--- config.mk ---
export PLATFORM = sky130hd
export DESIGN_NAME = frame_ecc_gen
export DESIGN_NICKNAME = d
export VERILOG_FILES = /design/src/rtl/frame_ecc_pkg.sv /design/src/rtl/fecc_contrib.sv /design/src/rtl/fecc_accum.sv /design/src/rtl/fecc_field_keep.sv /design/src/rtl/frame_ecc_gen.sv
export SDC_FILE = /design/constraint.sdc
export NUM_CORES = 1
export LEC_CHECK = 0
export ABC_AREA = 0
export BUFFER_PORTS_ARGS = -buffer_cell sky130_fd_sc_hd__buf_2
export CELL_PAD_IN_SITES_DETAIL_PLACEMENT = 1
export CELL_PAD_IN_SITES_GLOBAL_PLACEMENT = 1
export CORE_ASPECT_RATIO = 1.75
export CORE_MARGIN = 5
export CORE_UTILIZATION = 38
export CTS_CLUSTER_DIAMETER = 120
export DETAILED_ROUTE_END_ITERATION = 8
export GPL_ROUTABILITY_DRIVEN = 1
export PLACE_DENSITY = 0.84
export REMOVE_ABC_BUFFERS = 1
export SYNTH_ARGS = -nofsm -noshare
export SYNTH_HDL_FRONTEND = slang
export SYNTH_HIERARCHICAL = 1
export SYNTH_SLANG_ARGS = --single-unit
--- constraint.sdc ---
create_clock -name clk -period 3.8 [get_ports clk]
set_input_delay 0.57 -clock clk [delete_from_list [all_inputs] [get_ports clk]]
set_output_delay 0.57 -clock clk [all_outputs]
set_load 0.01 [all_outputs]
--- src/rtl/frame_ecc_pkg.sv ---
package frame_ecc_pkg;

    // Frame geometry
    localparam int WORD_W      = 32;
    localparam int FRAME_WORDS = 101;
    localparam int ECC_W       = 13;
    localparam int ECC_WORD    = 50;

    // Code base selection by word index
    localparam int LOW_LAST    = 6;
    localparam int MID_LAST    = 37;
    localparam int BASE_LOW    = 'h1320;
    localparam int BASE_MID    = 'h1340;
    localparam int BASE_HIGH   = 'h1360;

    // Derived
    localparam int IDX_W     = $clog2(FRAME_WORDS);
    localparam int LAST_WORD = FRAME_WORDS - 1;
    localparam int HI_W      = WORD_W - ECC_W;

    typedef logic [IDX_W-1:0]  widx_t;
    typedef logic [ECC_W-1:0]  code_t;
    typedef logic [WORD_W-1:0] word_t;
    typedef logic [HI_W-1:0]   hi_t;

    // Decoded view of one input cycle
    typedef struct packed {
        logic in_range;
        logic frame_clr;
        logic is_last;
        logic is_field;
    } beat_dec_t;

    function automatic int code_base(input widx_t idx);
        int unsigned w;
        w = int'(idx);
        if (w <= LOW_LAST)      return BASE_LOW;
        else if (w <= MID_LAST) return BASE_MID;
        else                    return BASE_HIGH;
    endfunction

    function automatic code_t bit_code(input widx_t idx, input int b);
        int v;
        v = int'(idx) * WORD_W + code_base(idx) + b;
        return code_t'(v);
    endfunction

    function automatic code_t fold_parity(input code_t a);
        code_t r;
        r = a;
        r[ECC_W-1] = a[ECC_W-1] ^ (^a[ECC_W-2:0]);
        return r;
    endfunction

endpackage

--- src/rtl/fecc_contrib.sv ---
module fecc_contrib
    import frame_ecc_pkg::*;
(
    input  widx_t idx_i,
    input  word_t data_i,
    output code_t code_o
);

    localparam word_t FIELD_MASK = {{HI_W{1'b0}}, {ECC_W{1'b1}}};

    word_t data_m;
    code_t term [WORD_W];

    always_comb begin
        if (idx_i == widx_t'(ECC_WORD))
            data_m = data_i & ~FIELD_MASK;
        else
            data_m = data_i;
    end

    for (genvar b = 0; b < WORD_W; b++) begin : g_term
        assign term[b] = data_m[b] ? bit_code(idx_i, b) : '0;
    end

    always_comb begin
        code_o = '0;
        for (int b = 0; b < WORD_W; b++) begin
            code_o = code_o ^ term[b];
        end
    end

endmodule

--- src/rtl/fecc_accum.sv ---
module fecc_accum
    import frame_ecc_pkg::*;
(
    input  logic  clk,
    input  logic  rst,
    input  logic  clr_i,
    input  logic  upd_i,
    input  logic  last_i,
    input  code_t contrib_i,
    output code_t fin_o,
    output code_t ecc_o,
    output logic  done_o
);

    code_t acc_q;
    code_t acc_base;
    code_t acc_nxt;
    code_t ecc_q;
    logic  done_q;

    always_comb begin
        acc_base = clr_i ? '0 : acc_q;
        acc_nxt  = upd_i ? (acc_base ^ contrib_i) : acc_base;
        fin_o    = fold_parity(acc_nxt);
    end

    always_ff @(posedge clk) begin
        if (rst) begin
            acc_q  <= '0;
            ecc_q  <= '0;
            done_q <= 1'b0;
        end else begin
            acc_q <= acc_nxt;
            if (upd_i && last_i) begin
                ecc_q  <= fin_o;
                done_q <= 1'b1;
            end else if (clr_i) begin
                done_q <= 1'b0;
            end
        end
    end

    assign ecc_o  = ecc_q;
    assign done_o = done_q;

endmodule

--- src/rtl/fecc_field_keep.sv ---
module fecc_field_keep
    import frame_ecc_pkg::*;
(
    input  logic clk,
    input  logic rst,
    input  logic clr_i,
    input  logic cap_i,
    input  hi_t  hi_i,
    output hi_t  hi_o
);

    hi_t hi_q;

    always_ff @(posedge clk) begin
        if (rst)        hi_q <= '0;
        else if (cap_i) hi_q <= hi_i;
        else if (clr_i) hi_q <= '0;
    end

    assign hi_o = hi_q;

endmodule

--- src/rtl/frame_ecc_gen.sv ---
module frame_ecc_gen
    import frame_ecc_pkg::*;
(
    input  logic              clk,
    input  logic              rst,
    input  logic              start_i,
    input  logic              word_vld_i,
    input  logic [IDX_W-1:0]  word_idx_i,
    input  logic [WORD_W-1:0] word_data_i,
    output logic              done_o,
    output logic [ECC_W-1:0]  ecc_o,
    output logic [WORD_W-1:0] patched_word_o
);

    beat_dec_t dec;
    code_t     contrib;
    code_t     fin;
    hi_t       hi_kept;
    word_t     patched_q;

    always_comb begin
        dec.in_range  = word_vld_i && (word_idx_i <= widx_t'(LAST_WORD));
        dec.frame_clr = start_i || (word_vld_i && (word_idx_i == '0));
        dec.is_last   = (word_idx_i == widx_t'(LAST_WORD));
        dec.is_field  = dec.in_range && (word_idx_i == widx_t'(ECC_WORD));
    end

    fecc_contrib u_contrib (
        .idx_i  (word_idx_i),
        .data_i (word_data_i),
        .code_o (contrib)
    );

    fecc_accum u_accum (
        .clk       (clk),
        .rst       (rst),
        .clr_i     (dec.frame_clr),
        .upd_i     (dec.in_range),
        .last_i    (dec.is_last),
        .contrib_i (contrib),
        .fin_o     (fin),
        .ecc_o     (ecc_o),
        .done_o    (done_o)
    );

    fecc_field_keep u_keep (
        .clk   (clk),
        .rst   (rst),
        .clr_i (dec.frame_clr),
        .cap_i (dec.is_field),
        .hi_i  (word_data_i[WORD_W-1:ECC_W]),
        .hi_o  (hi_kept)
    );

    always_ff @(posedge clk) begin
        if (rst)
            patched_q <= '0;
        else if (dec.in_range && dec.is_last)
            patched_q <= {hi_kept, fin};
    end

    assign patched_word_o = patched_q;

endmodule

==> flow_metrics.tcl, run 1 <==
set metrics [dict create \
    status "complete, but fails checks" \
    violations "setup timing" \
    num_rows 53 \
    cts_max_path_buffers 2 \
    cp_slowest_cell "xnor3_1" \
    endpoint_kind "flip-flop" \
    clock-sinks 78 \
    period_minus_slack_ns 3.81 \
    yosys.area.top_type "dfxtp_1" \
    cp-endpoint "u_accum/ecc_o[12]" \
    portBuffers 88 \
    nFillCells 1425 \
    coreArea_mm2 0.0120 \
    min_period_over_period_pct 100 \
    crit_chain "buf_8, nor2_4, a31oi_1, or2_4, ha_4, fa_2, a21oi_4, xor2_2, nand3_2, mux2i_4, xnor2_2, xnor3_1, nand2_2, xnor2_2, xnor3_1, buf_4, a211oi_2" \
    cts-root-buf "clkbuf_16" \
    viasPerCell 5.39 \
    reg2regPathDepth 7 \
    clkSlewWorstSetupHoldPaths_ns 0.06 \
    max_freq_mhz 262 \
    synthTopCellsByArea "dfxtp_1, xnor2_1, nand4_1" \
    critPathLaunchType "primary input" \
    reg2reg_setup_slack_ns 1.56 \
    first_global_vias 4755 \
    antenna_cells 0 \
    drt_iter0_drc 214 \
    avgSynthCellArea_um2 8.70 \
    synth_mux_area_share_pct 1.72 \
    r2r_end "u_accum/ecc_o[12]" \
    die_area_mm2 0.0146 \
    vias 4317 \
    grtUsageTotal_pct 21.1 \
    synth_flop_cell "dfxtp_1" \
    slew_viol_final 0 \
    critPathLaunch "word_idx_i[3]" \
    cellLeakagePower_nw 2.36 \
    synth_top_area_share_pct 33.6 \
    maxCapViolCount 0 \
    ys_seq_area_share_pct 33.6 \
    fin_ws_ns -0.0100 \
    final_area_mm2 0.00587 \
    dp_hpwl_um 10400 \
    peakVddDrop_mv 0.394 \
    post-synth-top-count-cell "dfxtp_1" \
    nNetsFinal 677 \
    grt_start_max_net_pins 79 \
    hold_path_class "reg2reg" \
    worstPathArrival_ns 4.07 \
    synthAdderAreaFrac_pct 0.970 \
    synth_top_family_by_area "XOR/XNOR gates" \
    wire_per_inst_um 20.1 \
    cts_tree "done" \
    synthCells 534 \
    synth_compound_area_share_pct 16.7 \
    grt_pass1_wl_um 23800 \
    grt_setup_unrepaired "yes" \
    synth_edf_count 0 \
    synth_warnings 6 \
    syn_area_mm2 0.00465 \
    crit_path_max_incr_delay_ns 0.46 \
    synth-simple-area-share_pct 15.1 \
    area_growth_pct 26.3 \
    overflow 0 \
    die_w_um 93.6 \
    critPathKind "in2reg" \
    die_h_um 156 \
    postRouteAntennaNets 0 \
    cts_made_buffers 9 \
    ios 89 \
    yosysUniqueCellTypes 48 \
    yosys-top-cells-count "dfxtp_1, xnor2_1, nand2_1" \
    place.gp.congestion 0.917 \
    crit_required_ns 4.06 \
    drt_first_pass_iters 4 \
    clock_latency_ns 0.35 \
    placed_area_mm2 0.00523 \
    tns_ns -0.0100 \
    setup_viol 1 \
    slew_headroom_pct 35.7 \
    start_util_pct 38.7 \
    postCtsHoldBufs 0 \
    final_hold_viol_count 0 \
    htreeDepth 3 \
    drc 0 \
    whs_ns 0.476 \
    r2r_start "u_accum/acc_q[10]" \
    drive_above_1_share_pct 30.5 \
    skew_ns 0.00403 \
    antenna_found_initial 0 \
    yosys.area_share.xor_xnor_pct 21.5 \
    worst_pin_slew_ns 0.964 \
    synthArstFlopShare_pct 0 \
    ys_seq_elements 78 \
    pwr_density_cell_mw_per_mm2 650 \
    finalWirelength_um 16100 \
    crit_fanout 4 \
]
worst max-delay path: cells and delay by family:
family / cells / cell delay (ns)
multiplexers: 1 / 0.22
AO/OA/AOI/OAI: 3 / 0.49
adder cells (fa/ha/maj): 2 / 0.60
XOR/XNOR: 5 / 1.31
AND/OR/NAND/NOR: 4 / 0.63
buffers and inverters: 2 / 0.26
stage by stage:
step / util (%) / instances / power, mW / setup slack [ns]
detailed placement: 43.5 / 771 / 2.51 / -0.483
floorplan: - / 483 / 2.01 / -0.0839
global placement: 43.5 / 771 / 2.40 / -0.229
global route: 48.9 / 801 / 3.95 / -0.230
finish: 48.9 / 801 / 3.81 / -0.0100
CTS: 46.5 / 789 / 3.52 / 0.00417
registers in the layout, summed over array words and instances, names as in the netlist:
signal	flops
u_accum/done_o	1
patched_word_o	32
u_accum/acc_q	13
u_accum/ecc_o	13
u_keep/hi_o	19
report_power, final:
| part | switching (mW) | total [mW] | internal (mW) |
|---|---|---|---|
| Combinational | 0.942 | 1.98 | 1.04 |
| Clock | 0.360 | 0.954 | 0.594 |
| Sequential | 0.0244 | 0.878 | 0.854 |
metal layers:
metal | vias up | GRT usage [%] | share of wire, %
met5 | - | 0 | 0
met4 | 0 | 11.3 | 4.0
met3 | 49 | 4.47 | 4.6
met2 | 141 | 40.9 | 56
met1 | 2123 | 20.2 | 35
li1 | 2004 | - | -
logic make-up (layout without fill, tap and decap cells):
family / after synthesis / in the layout
adder cells (fa/ha/maj): 3 / 3
buffers and inverters: 87 / 189
flip-flops: 78 / 78
multiplexers: 8 / 8
XOR/XNOR: 98 / 98
AND/OR/NAND/NOR: 145 / 145
AO/OA/AOI/OAI: 115 / 115
how the worst min path moves through the flow:
stage,startpoint,to,slack (ns),depth (start not counted)
after floorplan,u_keep/hi_o[16],patched_word_o[29],0.44,2
after CTS,u_keep/hi_o[12],patched_word_o[25],0.48,2
after detailed placement,u_keep/hi_o[12],patched_word_o[25],0.47,2
after global routing,u_keep/hi_o[3],patched_word_o[16],0.49,2
after global placement,u_keep/hi_o[16],patched_word_o[29],0.46,2
final,patched_word_o[10],patched_word_o[10],0.48,2
layout make-up:
type	count	area [um^2]	share of cell area (%)
clock buffer	11	243	4.14
sequential	78	1560	26.6
multi-input combinational	369	2780	47.4
tap	165	206	3.52
clock inverter	5	82.6	1.41
timing repair buffer	137	858	14.6
inverter	36	135	2.30
timing repair:
item,in CTS,in global routing
pin swaps,1,23
setup endpoints to repair,2,2
setup buffers,2,12
hold endpoints to repair,0,0
resized for setup,5,42
cells in the final DEF (no fill, tap or decap), types with 2 or more instances in the layout:
cell,n
o32ai_1,8
nor2_1,35
nand4_1,34
buf_8,2
inv_1,35
clkinv_4,2
bufinv_16,2
o21ai_0,8
xor2_1,14
mux2i_4,3
nand3_1,10
xnor3_2,2
buf_4,46
nor3b_4,2
clkbuf_16,9
a211oi_1,12
and2_1,2
mux2i_1,5
nand2_1,49
xnor3_1,6
dfxtp_1,78
o32ai_2,10
xnor2_2,4
o21ai_1,31
xnor2_1,69
xor2_2,2
a21oi_2,2
buf_6,6
a21oi_1,33
buf_2,83
Note: power is estimated with default switching activity, not from simulation.
==> inputs of run 2 (changes only) <==
Settings changed: REMOVE_ABC_BUFFERS 1 to not set.
==> run 2 against run 1 <==
Net effect:
- the run now ends clean
- non-clock buffer count decreased by 8
- combinational power decreased by 11%
- highest routed layer unchanged
- sequential share of layout area increased by 0.90 points
- critical path depth increased by 4
- sequential power about the same
- clock power decreased by 4.7%
- critical endpoint is now patched_word_o[12]
- first-iteration DRC count decreased by 0.47%
- register-to-register slack improved by 0.10 ns
- utilization decreased by 1.6 points
==> flow_metrics.tcl, run 2 (synthesized netlist as in run 1, its figures left out) <==
set metrics [dict create \
    status "finished, final reports clean" \
    final_hold_viol_count 0 \
    path_delay_family "XOR/XNOR gates" \
    mostFrequentLayoutCells "buf_2, dfxtp_1, xnor2_1" \
    die_area_mm2 0.0146 \
    cts_max_path_buffers 2 \
    maxCapViolCount 0 \
    finalWirelength_um 14300 \
    critPathBufInv 3 \
    die_w_um 93.6 \
    pwr_density_cell_mw_per_mm2 626 \
    largest_reg_flops 32 \
    drt_first_pass_iters 4 \
    cts-root-buf "clkbuf_16" \
    postRouteAntennaNets 0 \
    overflow 0 \
    total_power_mw 3.55 \
    min_period_over_period_pct 99.0 \
    period_minus_slack_ns 3.76 \
    die_h_um 156 \
    first_global_vias 4456 \
    worst_pin_slew_ns 0.954 \
    cellLeakagePower_nw 2.29 \
    path_common_cell "xnor2_1" \
    endpoint_kind "flip-flop" \
    crit_fanout 3 \
    slew_headroom_pct 36.2 \
    critPathLaunchType "primary input" \
    final_common_cell "buf_2" \
    viasPerCell 5.24 \
    crit_required_ns 3.98 \
    antenna_cells 0 \
    place.gp.congestion 0.848 \
    start_util_pct 38.7 \
    coreArea_mm2 0.0120 \
    grt_start_max_net_pins 79 \
    htreeDepth 3 \
    grt_pass1_wl_um 22600 \
    fin_ws_ns 0.0378 \
    min_path_cells 2 \
    area_growth_pct 22.2 \
    path_depth 21 \
    setup_viol 0 \
    worstPathArrival_ns 3.94 \
    wire_per_inst_um 18.0 \
    ios 89 \
    antenna_found_initial 0 \
    cts_made_buffers 9 \
    clock_latency_ns 0.34 \
    cp_slowest_cell "fa_2" \
    reg2regPathDepth 8 \
    peakVddDrop_mv 0.449 \
    nFillCells 1442 \
    hold_path_class "reg2reg" \
    synth.net_count 580 \
    num_rows 53 \
    drt_iter0_drc 213 \
    crit_path_max_incr_delay_ns 0.41 \
    portBuffers 88 \
    clkSlewWorstSetupHoldPaths_ns 0.06 \
    slew_viol_final 0 \
    post-place-ws_ns -0.382 \
    max_freq_mhz 266 \
    skew_ns 0.00764 \
    grtUsageTotal_pct 19.5 \
    nNetsFinal 669 \
    drc 0 \
    cts_tree "done" \
    vias 4159 \
    critPathKind "in2reg" \
    crit_chain "buf_2, nand3_1, a21oi_1, a31oi_1, or2_4, ha_4, fa_2, a21oi_2, buf_4, a21boi_0, xor2_1, o21ai_1, mux2i_1, xnor2_1, xnor2_1, xnor2_1, nand2_1, xnor3_1, inv_1, nand4_1, a21oi_1" \
    drive_above_1_share_pct 28.5 \
    dp_hpwl_um 10700 \
    clock-sinks 78 \
]
-- run 2: cell count changes in the layout (fill, tap and decap cells not counted), sizes merged --
cell,change
buf,-8
clkinv,-1
inv,+1
-- run 2: path summary, 6_finish.rpt --
check	endpoint	slack, ns	from
min reg2reg	patched_word_o[15]	0.48	patched_word_o[15]
min	patched_word_o[15]	0.48	patched_word_o[15]
max reg2reg	patched_word_o[12]	1.66	u_accum/acc_q[10]
max	patched_word_o[12]	0.04	word_idx_i[1]
-- run 2: timing repair --
| action | 4_1_cts | 5_1_grt |
|---|---|---|
| hold buffers | 0 | 0 |
| buffers inserted | 0 | 4 |
| pin swaps | 0 | 13 |
| gates resized for setup | 4 | 16 |
| endpoints found under the setup margin | 1 | 2 |
-- run 2: report_power, final --
part / switching [mW] / total (mW) / leakage [nW] / internal (mW)
logic: 0.845 / 1.77 / 1.50 / 0.921
clock network: 0.332 / 0.909 / 0.154 / 0.578
registers: 0.0239 / 0.878 / 0.629 / 0.854
total: 1.20 / 3.55 / 2.29 / 2.35
-- run 2: final cells by class --
cell class	instances	area (um^2)	area share, %
clock buffer	11	233	4.10
clock inverter	5	82.6	1.46
inverter	36	135	2.38
sequential	78	1560	27.5
multi-input combinational	369	2710	47.7
timing repair buffer	129	752	13.2
tap	165	206	3.64
-- run 2: routing by layer --
| metal | routed length [um] | vias up | track usage, % |
|---|---|---|---|
| li1 | - | 1992 | - |
| met1 | 5190 | 2032 | 20.3 |
| met2 | 8060 | 99 | 37.4 |
| met3 | 534 | 36 | 3.56 |
| met4 | 528 | 0 | 8.68 |
| met5 | 0 | - | 0 |
-- run 2: tightest hold or removal path: cells and delay by family (launching register included) --
kind	cells	cell delay, ns
flip-flops	1	0.31
AO/OA/AOI/OAI	2	0.13
-- run 2: through the flow --
stage	cells	hold WS, ns	setup TNS [ns]	cell area (um^2)	util (%)
floorplan	534	0.445	0	4650	-
global placement	773	0.464	-0.128	5230	43.6
detailed placement	773	0.470	-0.648	5230	43.6
CTS	789	0.479	0	5570	46.4
global route	793	0.504	-0.100	5680	47.3
finish	793	0.479	0	5680	47.3
